<file path="src/rtl/pdseq_pkg.sv">
package pdseq_pkg;

    typedef enum logic [2:0] {
        ST_RUN       = 3'd0,
        ST_FREEZE    = 3'd1,
        ST_DRAIN_REF = 3'd2,
        ST_SLEEP     = 3'd3,
        ST_WAKE_OSC  = 3'd4,
        ST_SETTLE    = 3'd5
    } seq_state_t;

    // Controls for the oscillator, the VCO and the two ungated-by-mask outputs
    typedef struct packed {
        logic osc;
        logic vco;
        logic refo;
        logic fixo;
    } rail_t;

    localparam rail_t RAIL_ALL_ON = '{osc: 1'b1, vco: 1'b1, refo: 1'b1, fixo: 1'b1};

    function automatic logic in_wake(seq_state_t s);
        return (s == ST_WAKE_OSC) || (s == ST_SETTLE);
    endfunction

    // Rail values that go with the state about to be entered.
    // The reference gate may only close while the reference level is low.
    function automatic rail_t rail_next(seq_state_t nxt, logic refo_q, logic ref_lvl);
        rail_t r;
        r.fixo = (nxt == ST_RUN);
        r.refo = (nxt == ST_RUN) || (refo_q && ref_lvl);
        r.vco  = (nxt == ST_RUN) || (nxt == ST_FREEZE) ||
                 (nxt == ST_DRAIN_REF) || (nxt == ST_SETTLE);
        r.osc  = (nxt != ST_SLEEP);
        return r;
    endfunction

    function automatic int unsigned count_width(int unsigned n);
        return (n < 2) ? 1 : $clog2(n + 1);
    endfunction

endpackage

</file>
<file path="src/rtl/pd_filter.sv">
module pd_filter #(
    parameter int DEPTH = 3
) (
    input  logic clk,
    input  logic rst,
    input  logic pd_n_async,
    output logic pd_req
);
    logic [DEPTH-1:0] chain;

    always_ff @(posedge clk) begin
        if (rst) chain <= '1;
        else     chain <= {chain[DEPTH-2:0], pd_n_async};
    end

    // Hysteresis: set only when every stage is low, clear only when every stage is high
    always_ff @(posedge clk) begin
        if (rst)                pd_req <= 1'b0;
        else if (chain == '0)   pd_req <= 1'b1;
        else if (chain == '1)   pd_req <= 1'b0;
    end
endmodule

</file>
<file path="src/rtl/edge_tap.sv">
module edge_tap #(
    parameter bit RISING = 1'b1
) (
    input  logic clk,
    input  logic rst,
    input  logic lvl,
    output logic hit
);
    logic prev;

    always_ff @(posedge clk) begin
        if (rst) prev <= 1'b0;
        else     prev <= lvl;
    end

    generate
        if (RISING) begin : g_rise
            assign hit = lvl & ~prev;
        end else begin : g_fall
            assign hit = ~lvl & prev;
        end
    endgenerate
endmodule

</file>
<file path="src/rtl/settle_timer.sv">
module settle_timer
    import pdseq_pkg::*;
#(
    parameter int CYCLES = 40000
) (
    input  logic clk,
    input  logic rst,
    input  logic clear,
    input  logic step,
    output logic done
);
    localparam int CW = count_width(CYCLES);
    localparam logic [CW-1:0] LIMIT = CW'(CYCLES);

    logic [CW-1:0] cnt;

    assign done = (cnt == LIMIT);

    always_ff @(posedge clk) begin
        if (rst || clear)      cnt <= '0;
        else if (step && !done) cnt <= cnt + 1'b1;
    end
endmodule

</file>
<file path="src/rtl/pwrdn_seq.sv">
module pwrdn_seq
    import pdseq_pkg::*;
#(
    parameter int N_OUT      = 24,
    parameter int SYNC_DEPTH = 3,
    parameter int SETTLE_CYC = 40000
) (
    input  logic             clk,
    input  logic             rst,
    input  logic             pd_n_async,
    input  logic             cpu_lvl,
    input  logic             ref_lvl,
    input  logic [N_OUT-1:0] out_mask,
    output logic [N_OUT-1:0] out_gate,
    output logic             ref_gate,
    output logic             fix_gate,
    output logic             vco_en,
    output logic             osc_en
);
    logic       pd_req;
    logic       cpu_rise, cpu_fall, ref_rise;
    logic       settle_done;
    seq_state_t st_q, st_d;
    rail_t      rail_q, rail_d;
    logic [N_OUT-1:0] gate_d;

    pd_filter #(.DEPTH(SYNC_DEPTH)) u_filt (
        .clk(clk), .rst(rst), .pd_n_async(pd_n_async), .pd_req(pd_req)
    );

    edge_tap #(.RISING(1'b1)) u_cpu_rise (
        .clk(clk), .rst(rst), .lvl(cpu_lvl), .hit(cpu_rise)
    );
    edge_tap #(.RISING(1'b0)) u_cpu_fall (
        .clk(clk), .rst(rst), .lvl(cpu_lvl), .hit(cpu_fall)
    );
    edge_tap #(.RISING(1'b1)) u_ref_rise (
        .clk(clk), .rst(rst), .lvl(ref_lvl), .hit(ref_rise)
    );

    settle_timer #(.CYCLES(SETTLE_CYC)) u_settle (
        .clk(clk), .rst(rst), .clear(st_q != ST_SETTLE),
        .step(ref_rise), .done(settle_done)
    );

    // Sequencing
    always_comb begin
        st_d = st_q;
        unique case (st_q)
            ST_RUN:       if (pd_req)     st_d = ST_FREEZE;
            ST_FREEZE:    if (cpu_fall)   st_d = ST_DRAIN_REF;
            ST_DRAIN_REF: if (!rail_q.refo) st_d = ST_SLEEP;
            ST_SLEEP:     if (!pd_req)    st_d = ST_WAKE_OSC;
            ST_WAKE_OSC: begin
                if (pd_req)        st_d = ST_SLEEP;
                else if (ref_rise) st_d = ST_SETTLE;
            end
            ST_SETTLE: begin
                if (pd_req)                       st_d = ST_SLEEP;
                else if (settle_done && cpu_rise) st_d = ST_RUN;
            end
            default: st_d = ST_SLEEP;
        endcase
    end

    // Masked output bank: follows the mask in RUN, freezes on a CPU fall,
    // reopens only on the CPU rise that ends settling
    always_comb begin
        unique case (st_q)
            ST_RUN:    gate_d = out_mask;
            ST_FREEZE: gate_d = cpu_fall ? '0 : out_gate;
            ST_SETTLE: gate_d = (st_d == ST_RUN) ? out_mask : '0;
            default:   gate_d = '0;
        endcase
    end

    assign rail_d = rail_next(st_d, rail_q.refo, ref_lvl);

    always_ff @(posedge clk) begin
        if (rst) begin
            st_q   <= ST_RUN;
            rail_q <= RAIL_ALL_ON;
        end else begin
            st_q   <= st_d;
            rail_q <= rail_d;
        end
    end

    generate
        for (genvar i = 0; i < N_OUT; i++) begin : g_gate
            always_ff @(posedge clk) begin
                if (rst) out_gate[i] <= 1'b1;
                else     out_gate[i] <= gate_d[i];
            end
        end
    endgenerate

    assign ref_gate = rail_q.refo;
    assign fix_gate = rail_q.fixo;
    assign vco_en   = rail_q.vco;
    assign osc_en   = rail_q.osc;
endmodule

</file>
<file path="config.mk">
export PLATFORM = sky130hd
export DESIGN_NAME = pwrdn_seq
export DESIGN_NICKNAME = d
export VERILOG_FILES = /design/src/rtl/pdseq_pkg.sv /design/src/rtl/pd_filter.sv /design/src/rtl/edge_tap.sv /design/src/rtl/settle_timer.sv /design/src/rtl/pwrdn_seq.sv
export SDC_FILE = /design/constraint.sdc
export NUM_CORES = 1
export LEC_CHECK = 0
export BUFFER_PORTS_ARGS = -buffer_cell sky130_fd_sc_hd__buf_2
export CORE_AREA = 2 2 90 92
export DETAILED_ROUTE_END_ITERATION = 10
export DIE_AREA = 0 0 92 94
export PLACE_DENSITY_LB_ADDON = 0.08
export SLEW_MARGIN = 15
export SYNTH_ARGS = -nofsm -noshare
export SYNTH_HDL_FRONTEND = slang
export SYNTH_SLANG_ARGS = --single-unit
</file>
<file path="constraint.sdc">
create_clock -name clk -period 4.8 [get_ports clk]
set_clock_uncertainty 0.05 [all_clocks]
set_input_delay 0.96 -clock clk [delete_from_list [all_inputs] [get_ports clk]]
set_output_delay 0.96 -clock clk [all_outputs]
set_load 0.02 [all_outputs]
</file>
# After elaboration in Yosys (flattened, before gate mapping)
# Cells that the tools add are included.
[totals]
ff_bits = 53
elab_cells = 81
n_memories = 0
out_inout_bits = 28
in_bits = 29
latch_bits = 0
ramBits = 0
mem_bits_ro = 0
[op_classes]
div_mod_pow = 0
muxes = 14
addsub = 1
n_bitwise = 6
shift = 0
order_cmp = 0
n_reduce_logical = 13
n_mul = 0
n_eq_ne = 13
[op_table]
columns = ["operator", "n"]
rows = [
  ["24-bit case mux with 3 select lines", 1],
  ["24-bit two-way mux", 2],
  ["3-bit two-way mux", 8],
  ["3-bit case mux with 6 select lines", 1],
  ["16-bit by 1-bit adder with 16-bit output (second input constant)", 1],
  ["16-bit == test (second input constant)", 1],
  ["3-bit == test (second input constant)", 4],
  ["3-bit by 2-bit == test with 1-bit output (second input constant)", 3],
  ["3-bit logical NOT", 3],
  ["3-bit by 1-bit == test with 1-bit output (second input constant)", 2],
  ["1-bit logical OR", 5],
  ["1-bit AND", 3],
  ["1-bit logical AND", 3],
  ["3-bit by 2-bit != test with 1-bit output (second input constant)", 1],
  ["3-bit != test (second input constant)", 1],
  ["1-bit NOT", 3],
  ["1-bit two-way mux", 2],
  ["2-bit != test (second input constant)", 1],
  ["2-bit nonzero test", 1],
  ["1-bit logical NOT", 1],
]

# Logic depth before layout (Yosys ltp)
# Gate-level depths: netlist of the first run.
[logic_depth]
word_depth = 10
depth_mapped = 8

# Modules after synthesis
# From an unflattened synthesis of the first run, not the netlist that was laid out.
[unflattened]
cells_unflattened = 214
area_unflattened_um2 = 2306.0
[by_module_without_submodules]
columns = ["mod", "seq_area_each_um2", "area_each_um2", "cells_per_inst", "n_inst"]
rows = [
  ["pwrdn_seq", 620.6, 1217.4, 100, 1],
  ["settle_timer", 320.3, 824.5, 95, 1],
  ["pd_filter", 80.1, 133.9, 10, 1],
  ["edge_tap at u_cpu_rise ...", 20.0, 47.5, 3, 2],
  ["edge_tap at u_cpu_fall", 20.0, 35.0, 3, 1],
]

# Worst setup path before layout of the first run
# Ideal clock, no wire load.
[synth_path]
path_kind = "input port to flip-flop"
start = "in cpu_lvl"
end = "reg rail_q (netlist bit vco_en)"
t_required_ns = 4.627
setup_slack_ns = 2.527
setup_time_ns = 0.123
cell_stages = 5
path_buffers = 0
arrival_time_ns = 2.099
cell_sequence = "nor2b_1 > nor3b_1 > a21oi_1 > and4b_2 > mux2_1"
[synth_via]
elab_chain_len = 9
word_cells_on_any_way = 15
cone_classes = "eq/ne: 3; mux: 4; bitwise: 3; reduce/logical: 5"
[synth_lines]
columns = ["item", "line_no", "text"]
rows = [
  ["start, declared", "pwrdn_seq.sv:11", "input logic cpu_lvl,"],
  ["1-bit AND", "edge_tap.sv:18", "assign hit = lvl & ~prev;"],
  ["1-bit logical AND", "pwrdn_seq.sv:60", "else if (settle_done && cpu_rise) st_d = ST_RUN;"],
  ["3-bit two-way mux", "pwrdn_seq.sv:60", ""],
  ["3-bit two-way mux", "pwrdn_seq.sv:59", "if (pd_req) st_d = ST_SLEEP;"],
  ["3-bit case mux with 6 select lines (*)", "pwrdn_seq.sv:49", "unique case (st_q)"],
  ["3-bit by 1-bit == test with 1-bit output / 3-bit logical NOT (equally long branches)", "pdseq_pkg.sv:32", "r.vco = (nxt == ST_RUN) || (nxt == ST_FREEZE) ||"],
  ["1-bit logical OR (2 in a row)", "pdseq_pkg.sv:32", ""],
  ["1-bit logical OR (*)", "pdseq_pkg.sv:33", "(nxt == ST_DRAIN_REF) || (nxt == ST_SETTLE);"],
  ["end signal, assigned", "pwrdn_seq.sv:85", "rail_q <= rail_d;"],
  ["end, declared", "pwrdn_seq.sv:24", "rail_t rail_q, rail_d;"],
]
# Every way passes the cells marked *; elsewhere a longest branch is shown, timed or not.
# A chain may end at the register's enable or synchronous reset.

# Final worst setup path of the first run
[layout_path]
start = "reg u_settle.cnt[0]"
end = "reg u_settle.cnt[11]"
[layout_via]
elab_chain_len = 3
word_cells_on_any_way = 4
cone_classes = "add/sub: 1; eq/ne: 1; reduce/logical: 2"
[layout_lines]
columns = ["item", "line_no", "text"]
rows = [
  ["start, declared", "settle_timer.sv:15", "logic [CW-1:0] cnt;"],
  ["start signal, assigned", "settle_timer.sv:21", "else if (step && !done) cnt <= cnt + 1'b1;"],
  ["branches (longest 3 deep; another with 16-bit by 1-bit adder with 16-bit output)", "n/a", ""],
]
# Parallel ways; which one is timed is not known.

==> reports/metrics.cfg, run 1 <==
[global_routing]
grt_overflow=0
grt_pass1_wl_mm=8.16
grt_pass1_vias=1652
gr-usage-all-layers_pct=11.9
grt_max_degree=37
antenna_found_initial=0

[clock_network]
htree_levels=2
postCtsHoldBufs=0
cts.sinks=53
insertion_delay_ns=0.31
clock_tree.buffer_depth=2
path_clk_slew_ns=0.10
post_cts_resize_count=0
cts_tree=done
root_buffer=clkbuf_8
cts_inserted_buffers=5
postCtsSetupRepairBufs=0

[place]
place.port_buffers=56
routabilityCongestion=0.703
hpwl_mm=3.33

[routing]
firstDrtPassIters=4
drt-vias-per-instance=4.70
ant_nets=0
drt_iter0_drc=67
drc=0
routedWlPerCell_um=13.4
num_vias=1724
routed_wl_mm=4.90

[critical_path]
critPathBufInv=1
cp_slowest_cell=o41ai_4
crit_required_ns=4.93
cp_top_family=compound AO/OA/AOI/OAI gates
crit_fanout=16
startpoint_type=flip-flop
critPathKind=reg -> reg
critPathArrivalTime_ns=2.60
path_cells=inv_1, ha_1, or4bb_1, o41ai_4, nor3_1, xnor2_1, nor2_1
cp-end-kind=flip-flop
slowest_delay_ns=0.82

[power_and_ir_drop]
ir_drop_mv=0.131
total_power_uw=778
leakage_nw=0.922
power.density_mw_per_mm2=300

[synthesis]
syn_inst=214
yosysWarnings=0
netlist.area_leader.share_pct=49.1
synth.distinct_cells=43
synth_flop_cell=dfxtp_1
synth_top_cells_by_area=dfxtp_1, a221o_1, xnor2_1
synth_area_per_cell_um2=10.1
yosysSeqAreaShare_pct=49.1
ys_ff_latch=53
async_flop_share_pct=0
synth_top_cell_by_area=dfxtp_1
synthesis.nets=245
netlist_area_mm2=0.00216
synth_edf_count=0

[timing]
max_freq_mhz=405
setup_viol=0
worst-slew-pin-transition_ns=0.868
holdWs_ns=0.408
slew_headroom_pct=42.0
setup_tns_ns=0
hold_viol=0
period_share_pct=51.5
report.final.slew_viol_count=0
fin_crit_ns=2.47
rsz0062_at_grt=false

[final_layout]
nets=295
num_antenna_cells=0
drive_above_1_share_pct=29.1
final_common_cell=buf_2
layout_common_cells=buf_2, dfxtp_1, a221o_1, nor2_1, xnor2_1
area_growth_pct=20.2

[flow_run]
drv_cap=0

[floorplan]
die_h_um=94
die_w_um=92
ios=57
coreArea_mm2=0.00761
initial_core_util_pct=28.4
die_area_mm2=0.00865
row_count=32

[hold_path]
hold_class=reg -> reg

[run_status]
status=finished clean

## worst register-to-register path: cells and delay by family, from the launching register on
| kind | cells | cell delay, ns |
|---|---|---|
| AOI/OAI and AO/OA | 1 | 0.82 |
| and+or+nand+nor | 3 | 0.76 |
| DFF | 1 | 0.35 |
| xor gates and xnor gates | 1 | 0.18 |
| adders and majority gates | 1 | 0.13 |
| buffers and inverters | 1 | 0.06 |
## power breakdown
| group | leakage, nW | total (mW) | internal [mW] | switching [mW] |
|---|---|---|---|---|
| logic | 0.450 | 0.0616 | 0.0274 | 0.0342 |
| clock network | 0.0374 | 0.258 | 0.103 | 0.154 |
| registers | 0.435 | 0.459 | 0.453 | 0.00619 |
| total | 0.922 | 0.778 | 0.583 | 0.195 |
## worst paths after layout
kind,start,endpoint,slack (ns),cells after the start
min,u_filt.chain[1]$_SDFF_PP1_,u_filt.chain[2]$_SDFF_PP1_,0.41,1
max,u_settle.cnt[0]$_SDFFE_PP0P_,u_settle.cnt[11]$_SDFFE_PP0P_,2.33,7
min reg2reg,u_filt.chain[1]$_SDFF_PP1_,u_filt.chain[2]$_SDFF_PP1_,0.41,1
max reg2reg,u_settle.cnt[0]$_SDFFE_PP0P_,u_settle.cnt[11]$_SDFFE_PP0P_,2.33,7
## sequential cells by signal, summed over array words and instances, names as in the netlist
name	flops
u_filt.pd_req	1
fix_gate	1
osc_en	1
out_gate	24
u_cpu_fall.prev	1
vco_en	1
u_settle.cnt	16
u_ref_rise.prev	1
u_filt.chain	3
ref_gate	1
st_q	3
## synth_stat cells, drive strengths merged (2+ instances only)
library cell / count
nand4: 3
clkbuf: 10
a31o: 2
nor2b: 7
xnor2: 12
or3: 3
a21oi: 8
or2: 4
nor2: 24
o21ai: 5
a221o: 24
ha: 2
nor4: 3
nand2: 8
dfxtp: 53
nor3b: 2
buf: 4
nor3: 7
inv: 7
nand3: 6
and3: 2
## kinds of logic after synthesis
kind of cell               count (synthesis)  synth area share (%)
adders and majority gates                  2                  1.16
AOI/OAI and AO/OA                         48                  19.3
DFF                                       53                  49.1
muxes                                      2                 0.984
xor gates and xnor gates                  13                  5.27
buffers and inverters                     21                  4.57
and+or+nand+nor                           75                  19.6
## area by class of cell
| type | instances | area, um^2 |
|---|---|---|
| Tap cell | 102 | 128 |
| Multi-Input combinational cell | 140 | 1010 |
| Timing Repair Buffer | 57 | 288 |
| Clock buffer | 6 | 72.6 |
| Sequential cell | 53 | 1060 |
| Fill cell | 816 | 5010 |
| Inverter | 7 | 26.3 |
| Clock inverter | 2 | 15.0 |
## stage by stage
| stage | instances | setup slack (ns) | area (um^2) | util [%] |
|---|---|---|---|---|
| finish | 367 | 2.33 | 2600 | 34.1 |
| CTS | 367 | 2.31 | 2600 | 34.1 |
| floorplan | 214 | 2.53 | 2160 | - |
| detailed placement | 359 | 2.29 | 2510 | 33.0 |
| global placement | 359 | 2.32 | 2510 | 33.0 |
| global route | 367 | 2.13 | 2600 | 34.1 |
## layer usage
layer	wire [um]	GRT usage [%]
met3	154	2.73
met2	2320	19.5
met5	0	0
met4	80	4.48
met1	2350	15.4
Power figures use the tool's default switching activity.
==> run 2: changes to the inputs <==
--- a/config.mk
+++ b/config.mk
@@ -5,10 +5,11 @@
 export SDC_FILE = /design/constraint.sdc
 export NUM_CORES = 1
 export LEC_CHECK = 0
+export ABC_AREA = 1
 export BUFFER_PORTS_ARGS = -buffer_cell sky130_fd_sc_hd__buf_2
-export CORE_AREA = 2 2 90 92
+export CORE_AREA = 2 2 97 99
 export DETAILED_ROUTE_END_ITERATION = 10
-export DIE_AREA = 0 0 92 94
+export DIE_AREA = 0 0 99 101
 export PLACE_DENSITY_LB_ADDON = 0.08
 export SLEW_MARGIN = 15
 export SYNTH_ARGS = -nofsm -noshare
==> constraint.sdc (replaced) <==
create_clock -name clk -period 2.1 [get_ports clk]
set_clock_uncertainty 0.05 [all_clocks]
set_input_delay 0.42 -clock clk [delete_from_list [all_inputs] [get_ports clk]]
set_output_delay 0.42 -clock clk [all_outputs]
set_load 0.02 [all_outputs]
==> run 2 against run 1 <==
  * Flip-flop and latch count is the same
  * Synthesized cell count grew 65%
  * Worst setup slack lost 2.1 ns
  * Die area grew 16%
  * Highest routed layer unchanged
  * Critical endpoint is now ref_gate$_SDFF_PP1_
  * Final area grew 18%
  * First-iteration DRC count grew 40%
  * Combinational power grew to 2.7 times the previous value
  * Via count grew 49%
==> reports/metrics.cfg, run 2 <==
[run_status]
status=finished clean

[synthesis]
synth.distinct_cells=27  ; -37%
async_flop_share_pct=0  ; unchanged
netlist_area_mm2=0.00252  ; +17%
synth_edf_count=0  ; unchanged
synth.most_common_cell=nand2_1
synth_flop_cell=dfxtp_1
ys_ff_latch=53  ; unchanged
syn_inst=353  ; +65%
netlist.area_leader.share_pct=42.1  ; -7.0 points
ys_top_cells_by_count=nand2_1, dfxtp_1, nand3_1
synthesis.nets=384  ; +57%
synth_top_cell_by_area=dfxtp_1
synth_area_per_cell_um2=7.15  ; -29%
yosysWarnings=0  ; unchanged
yosysSeqAreaShare_pct=42.1  ; -7.0 points
synth_top_cells_by_area=dfxtp_1, nand2_1, nand3_1

[place]
place.port_buffers=56  ; unchanged
routabilityCongestion=0.842  ; +20%
hpwl_mm=4.86  ; +46%
preCtsSetupSlack_ns=0.251  ; -2.04 ns

[routing]
drc=0  ; unchanged
routed_wl_mm=7.12  ; +45%
drt-vias-per-instance=4.90  ; +4.3%
routedWlPerCell_um=13.6  ; +1.5%
firstDrtPassIters=4  ; unchanged
num_vias=2573  ; +49%
ant_nets=0  ; unchanged
drt_iter0_drc=94  ; +40%

[power_and_ir_drop]
total_power_mw=1.86  ; +140%
ir_drop_mv=0.269  ; +110%
power.density_mw_per_mm2=606  ; +100%
leakage_nw=1.25  ; +35%

[final_layout]
regMostFlops=out_gate
num_antenna_cells=0  ; unchanged
area_growth_pct=21.8
layout_common_cells=nand2_1, buf_2, dfxtp_1, nand3_1, a21oi_1
drive_above_1_share_pct=22.5  ; -6.6 points
largestRegisters=out_gate: 24 flops, u_settle.cnt: 16 flops
nets=444  ; +51%
final_common_cell=nand2_1
post-route-util_pct=34.2  ; +0.088 points
largest_reg_flops=24  ; unchanged

[clock_network]
cts_tree=done
clock_tree.buffer_depth=2  ; unchanged
htree_levels=2  ; unchanged
path_clk_slew_ns=0.11  ; about the same
postCtsSetupRepairBufs=0  ; unchanged
insertion_delay_ns=0.31  ; about the same
root_buffer=clkbuf_8
post_cts_resize_count=0  ; unchanged
cts.sinks=53  ; unchanged
postCtsHoldBufs=0  ; unchanged
cts_inserted_buffers=5  ; unchanged

[timing]
max_freq_mhz=548  ; +35%
setup_slack_ns=0.276  ; -2.05 ns
hold_viol=0  ; unchanged
holdWs_ns=0.235  ; -0.173 ns
period_share_pct=86.9  ; +35 points
slew_headroom_pct=74.0  ; +32 points
rsz0062_at_grt=false
setup_viol=0  ; unchanged
setup_tns_ns=0  ; unchanged
fin_crit_ns=1.82  ; -0.647 ns
report.final.slew_viol_count=0  ; unchanged
worst-slew-pin-transition_ns=0.390  ; -0.478 ns

[floorplan]
coreArea_mm2=0.00898  ; +18%
die_h_um=101  ; +7.4%
initial_core_util_pct=28.1  ; -0.31 points
die_area_mm2=0.0100  ; +16%
die_w_um=99  ; +7.6%
ios=57  ; unchanged
row_count=35  ; +9.4%

[critical_path]
crit_required_ns=2.30  ; -2.63 ns
crit-reg2reg-launch=u_settle.cnt[0]$_SDFFE_PP0P_
critPathArrivalTime_ns=2.03  ; -0.57 ns
crit_start=u_settle.cnt[0]$_SDFFE_PP0P_
startpoint_type=flip-flop
cp-end-kind=flip-flop
crit_fanout=25  ; +9
critPathKind=reg -> reg

[global_routing]
grt_overflow=0  ; unchanged
antenna_found_initial=0  ; unchanged
grt_pass1_wl_mm=12.3  ; +50%
grt_max_degree=34  ; -8.1%
gr-usage-all-layers_pct=14.9  ; +3.0 points
grt_pass1_vias=2622  ; +59%

[hold_path]
hold_class=in -> reg
hp-start=pd_n_async

[flow_run]
drv_cap=0  ; unchanged

[run 2: cell count changes after synthesis, sizes merged, moves of 24 or more]
cell   before  now
inv         7   31
a21oi       8   39
nand2       8   78
nand3       6   46
a221o      24    0
nand4       3   32
[run 2: report_power, final]
group	total, mW	internal [mW]	switching, mW	leakage [nW]
clock	0.648	0.275	0.373	0.0518
sequential	1.05	1.03	0.0147	0.435
combinational	0.165	0.0643	0.101	0.761
total	1.86	1.37	0.489	1.25
[run 2: cell families (layout without fill, tap and decap cells)]
logic type	Yosys count	in the layout	share of synthesized area [%]
compound gates	48	48	9.87
xor+xnor	5	5	1.74
fa+ha+maj	2	2	0.992
buf+inv	47	108	7.84
flops	53	53	42.1
simple gates	198	198	37.5
[run 2: critical path, cell delays in order (launching register included)]
cell and delay [ns]:
dfxtp_1 0.35, inv_1 0.11, ha_1 0.17, nand3_1 0.07, nor2_1 0.14, nand3_1 0.09, nand2_1 0.11, nand2_2 0.11
nor2_8 0.32, nand2_1 0.15, nand3_1 0.09
[run 2: per-layer routing]
metal | GRT usage [%] | share of wire, %
met1 | 18.5 | 47
met5 | 0 | 0
met2 | 25.8 | 47
met4 | 4.11 | 0.81
met3 | 3.68 | 5.5
[run 2: worst paths after layout]
| kind | end | depth (start not counted) | slack [ns] |
|---|---|---|---|
| hold reg to reg | u_filt.pd_req$_SDFFE_PP0P_ | 1 | 0.41 |
| hold / removal | u_filt.chain[0]$_SDFF_PP1_ | 2 | 0.24 |
| setup / recovery | ref_gate$_SDFF_PP1_ | 10 | 0.28 |
| setup reg to reg | ref_gate$_SDFF_PP1_ | 10 | 0.28 |
[run 2: cell type report]
class,count,area [um^2]
clock buffer,6,82.6
multi-input combinational,253,1270
tap,111,139
inverter,32,120
clock inverter,2,17.5
sequential,53,1060
fill,962,5910
timing repair buffer,68,383
[run 2: through the flow]
| stage | instance area (um^2) | instances |
|---|---|---|
| after global placement | 2970 | 517 |
| after global routing | 3070 | 525 |
| after floorplan | 2520 | 353 |
| final | 3070 | 525 |
| after CTS | 3070 | 525 |
| after detailed placement | 2970 | 517 |
==> run 3: changes to the inputs <==
--- a/config.mk
+++ b/config.mk
@@ -7,10 +7,10 @@
 export LEC_CHECK = 0
 export ABC_AREA = 1
 export BUFFER_PORTS_ARGS = -buffer_cell sky130_fd_sc_hd__buf_2
-export CORE_AREA = 2 2 97 99
+export CORE_AREA = 2 2 76 78
 export DETAILED_ROUTE_END_ITERATION = 10
-export DIE_AREA = 0 0 99 101
-export PLACE_DENSITY_LB_ADDON = 0.08
+export DIE_AREA = 0 0 78 80
+export PLACE_DENSITY = 0.73
 export SLEW_MARGIN = 15
 export SYNTH_ARGS = -nofsm -noshare
 export SYNTH_HDL_FRONTEND = slang
==> run 3 against run 2 <==
  * Fmax down 0.22%
  * Global-route usage is 5.8 points higher
  * Register-to-register slack about the same
  * Flip-flop and latch count did not move
  * Largest power group unchanged
  * Combinational power is essentially flat
  * Worst setup slack worse by 0.0040 ns
  * First-iteration DRC count up 110%
  * Clock-buffer cell count did not move
  * Highest routed layer unchanged
  * Final area fell by 2.7%
==> reports/metrics.cfg, run 3 (synthesis results as in run 2) <==
[final_layout]
largestRegisters=out_gate: 24 flops, u_settle.cnt: 16 flops
multi_input_area_mm2=0.00127  ; unchanged
regArea_mm2=0.00106  ; unchanged
drive_above_1_share_pct=21.7  ; -0.81 points
design_area_mm2=0.00299  ; -2.7%
post-route-util_pct=55.3  ; +21 points
layout_common_cells=nand2_1, buf_2, dfxtp_1, nand3_1, a21oi_1
area_growth_pct=18.5
final_common_cell=nand2_1
regMostFlops=out_gate
largest_reg_flops=24  ; unchanged
nets=441  ; -0.68%
fillCellCount=543  ; -44%
num_antenna_cells=0  ; unchanged

[critical_path]
critPathKind=reg -> reg
reg2reg_to=out_gate[2]$_SDFFE_PP1P_
cp-end-kind=flip-flop
critPathArrivalTime_ns=2.02  ; about the same
reg2reg_depth=10  ; unchanged
reg2reg_slack_ns=0.27  ; about the same
startpoint_type=flip-flop
crit_start=u_settle.cnt[10]$_SDFFE_PP0P_
crit-reg2reg-launch=u_settle.cnt[10]$_SDFFE_PP0P_
crit_fanout=25  ; unchanged
crit_required_ns=2.29  ; about the same

[floorplan]
die_h_um=80  ; -21%
die_w_um=78  ; -21%
row_count=27  ; -23%
die_area_mm2=0.00624  ; -38%
coreArea_mm2=0.00541  ; -40%
initial_core_util_pct=46.7  ; +19 points
ios=57  ; unchanged

[global_routing]
grt_max_degree=34  ; unchanged
grt_pass1_wl_mm=10.6  ; -14%
antenna_found_initial=0  ; unchanged
gr-usage-all-layers_pct=20.7  ; +5.8 points
grt_pass1_vias=2343  ; -11%
grt_overflow=0  ; unchanged

[power_and_ir_drop]
power.density_mw_per_mm2=601  ; -0.93%
leakage_nw=1.22  ; -2.3%
ir_drop_mv=0.441  ; +64%
total_power_mw=1.80  ; -3.6%

[clock_network]
htree_levels=2  ; unchanged
cts_tree=done
cts_inserted_buffers=5  ; unchanged
postCtsSetupRepairBufs=0  ; unchanged
cts.sinks=53  ; unchanged
root_buffer=clkbuf_8
insertion_delay_ns=0.30  ; about the same
path_clk_slew_ns=0.10  ; about the same
postCtsHoldBufs=0  ; unchanged
post_cts_resize_count=0  ; unchanged
clock_tree.buffer_depth=2  ; unchanged

[routing]
firstDrtPassIters=4  ; unchanged
drt_iter0_drc=195  ; +110%
routedWlPerCell_um=12.5  ; -7.9%
routed_wl_mm=6.03  ; -15%
ant_nets=0  ; unchanged
drc=0  ; unchanged
num_vias=2551  ; -0.86%
drt-vias-per-instance=5.28  ; +7.8%

[hold_path]
whs_path_depth=2  ; unchanged
hp-start=pd_n_async
hold_class=in -> reg
hold_end=u_filt.chain[0]$_SDFF_PP1_

[flow_run]
drv_cap=0  ; unchanged

[timing]
max_freq_mhz=547  ; -0.22%
fin_crit_ns=1.83  ; +0.00398 ns
worst-slew-pin-transition_ns=0.392  ; +0.00236 ns
holdWs_ns=0.248  ; +0.0131 ns
setup_tns_ns=0  ; unchanged
report.final.slew_viol_count=0  ; unchanged
setup_viol=0  ; unchanged
hold_viol=0  ; unchanged
period_share_pct=87.1  ; +0.19 points
slew_headroom_pct=73.7  ; -0.36 points
rsz0062_at_grt=false

[place]
dpl_cell_area_mm2=0.00290  ; -2.4%
routabilityCongestion=0.883  ; +4.8%
hpwl_mm=4.22  ; -13%
place.port_buffers=56  ; unchanged

[run_status]
status=finished clean

[run 3: cell types whose count changed in the layout (fill, tap and decap cells not counted)]
cell        before  now
buf_4           11    8
clkinvlp_4       0    2
clkbuf_1         0    1
clkbuf_8         6    5
clkinv_4         1    0
inv_6            1    0
[run 3: layout make-up]
class | count | share of cell area [%]
inverters | 32 | 4.02
repair buffers | 65 | 12.1
well taps | 72 | 3.02
clock buffers | 6 | 2.43
flip-flops and latches | 53 | 35.5
multi-input cells | 253 | 42.5
clock inverters | 2 | 0.503
[run 3: worst max-delay path, cell delays in order, from the launching register on]
cell and delay [ns]:
dfxtp_1 0.41, nand2_1 0.12, inv_1 0.09, nand2_1 0.05, nor2_1 0.18, nand3_1 0.10
nand2_1 0.10, nand2_2 0.11, nor2_8 0.29, nand4_1 0.15, nand3_1 0.09
[run 3: through the flow]
stage / std cells / setup WS (ns)
finish: 483 / 0.272
global route: 483 / 0.0717
CTS: 483 / 0.292
detailed placement: 475 / 0.309
global placement: 475 / 0.345
floorplan: 353 / 0.543
[run 3: power breakdown]
part           total, mW  switching, mW  internal (mW)
Combinational      0.166         0.0999         0.0657
Clock              0.580          0.344          0.236
Sequential          1.05         0.0146           1.03
[run 3: worst max path at each step]
| stage | endpoint | slack [ns] | cells after the start |
|---|---|---|---|
| after CTS | out_gate[22]$_SDFFE_PP1P_ | 0.29 | 11 |
| after detailed placement | out_gate[11]$_SDFFE_PP1P_ | 0.31 | 11 |
| after global routing | out_gate[3]$_SDFFE_PP1P_ | 0.07 | 10 |
| after global placement | out_gate[2]$_SDFFE_PP1P_ | 0.35 | 10 |
| final | out_gate[2]$_SDFFE_PP1P_ | 0.27 | 10 |
| after floorplan | u_settle.cnt[11]$_SDFFE_PP0P_ | 0.54 | 12 |
[run 3: per-layer routing]
layer,wire length [um],track usage (%),vias up
li1,-,-,1301
met1,2810,27.8,1157
met2,2730,33.4,89
met3,439,5.54,4
met4,42,4.74,0
met5,0,0,-
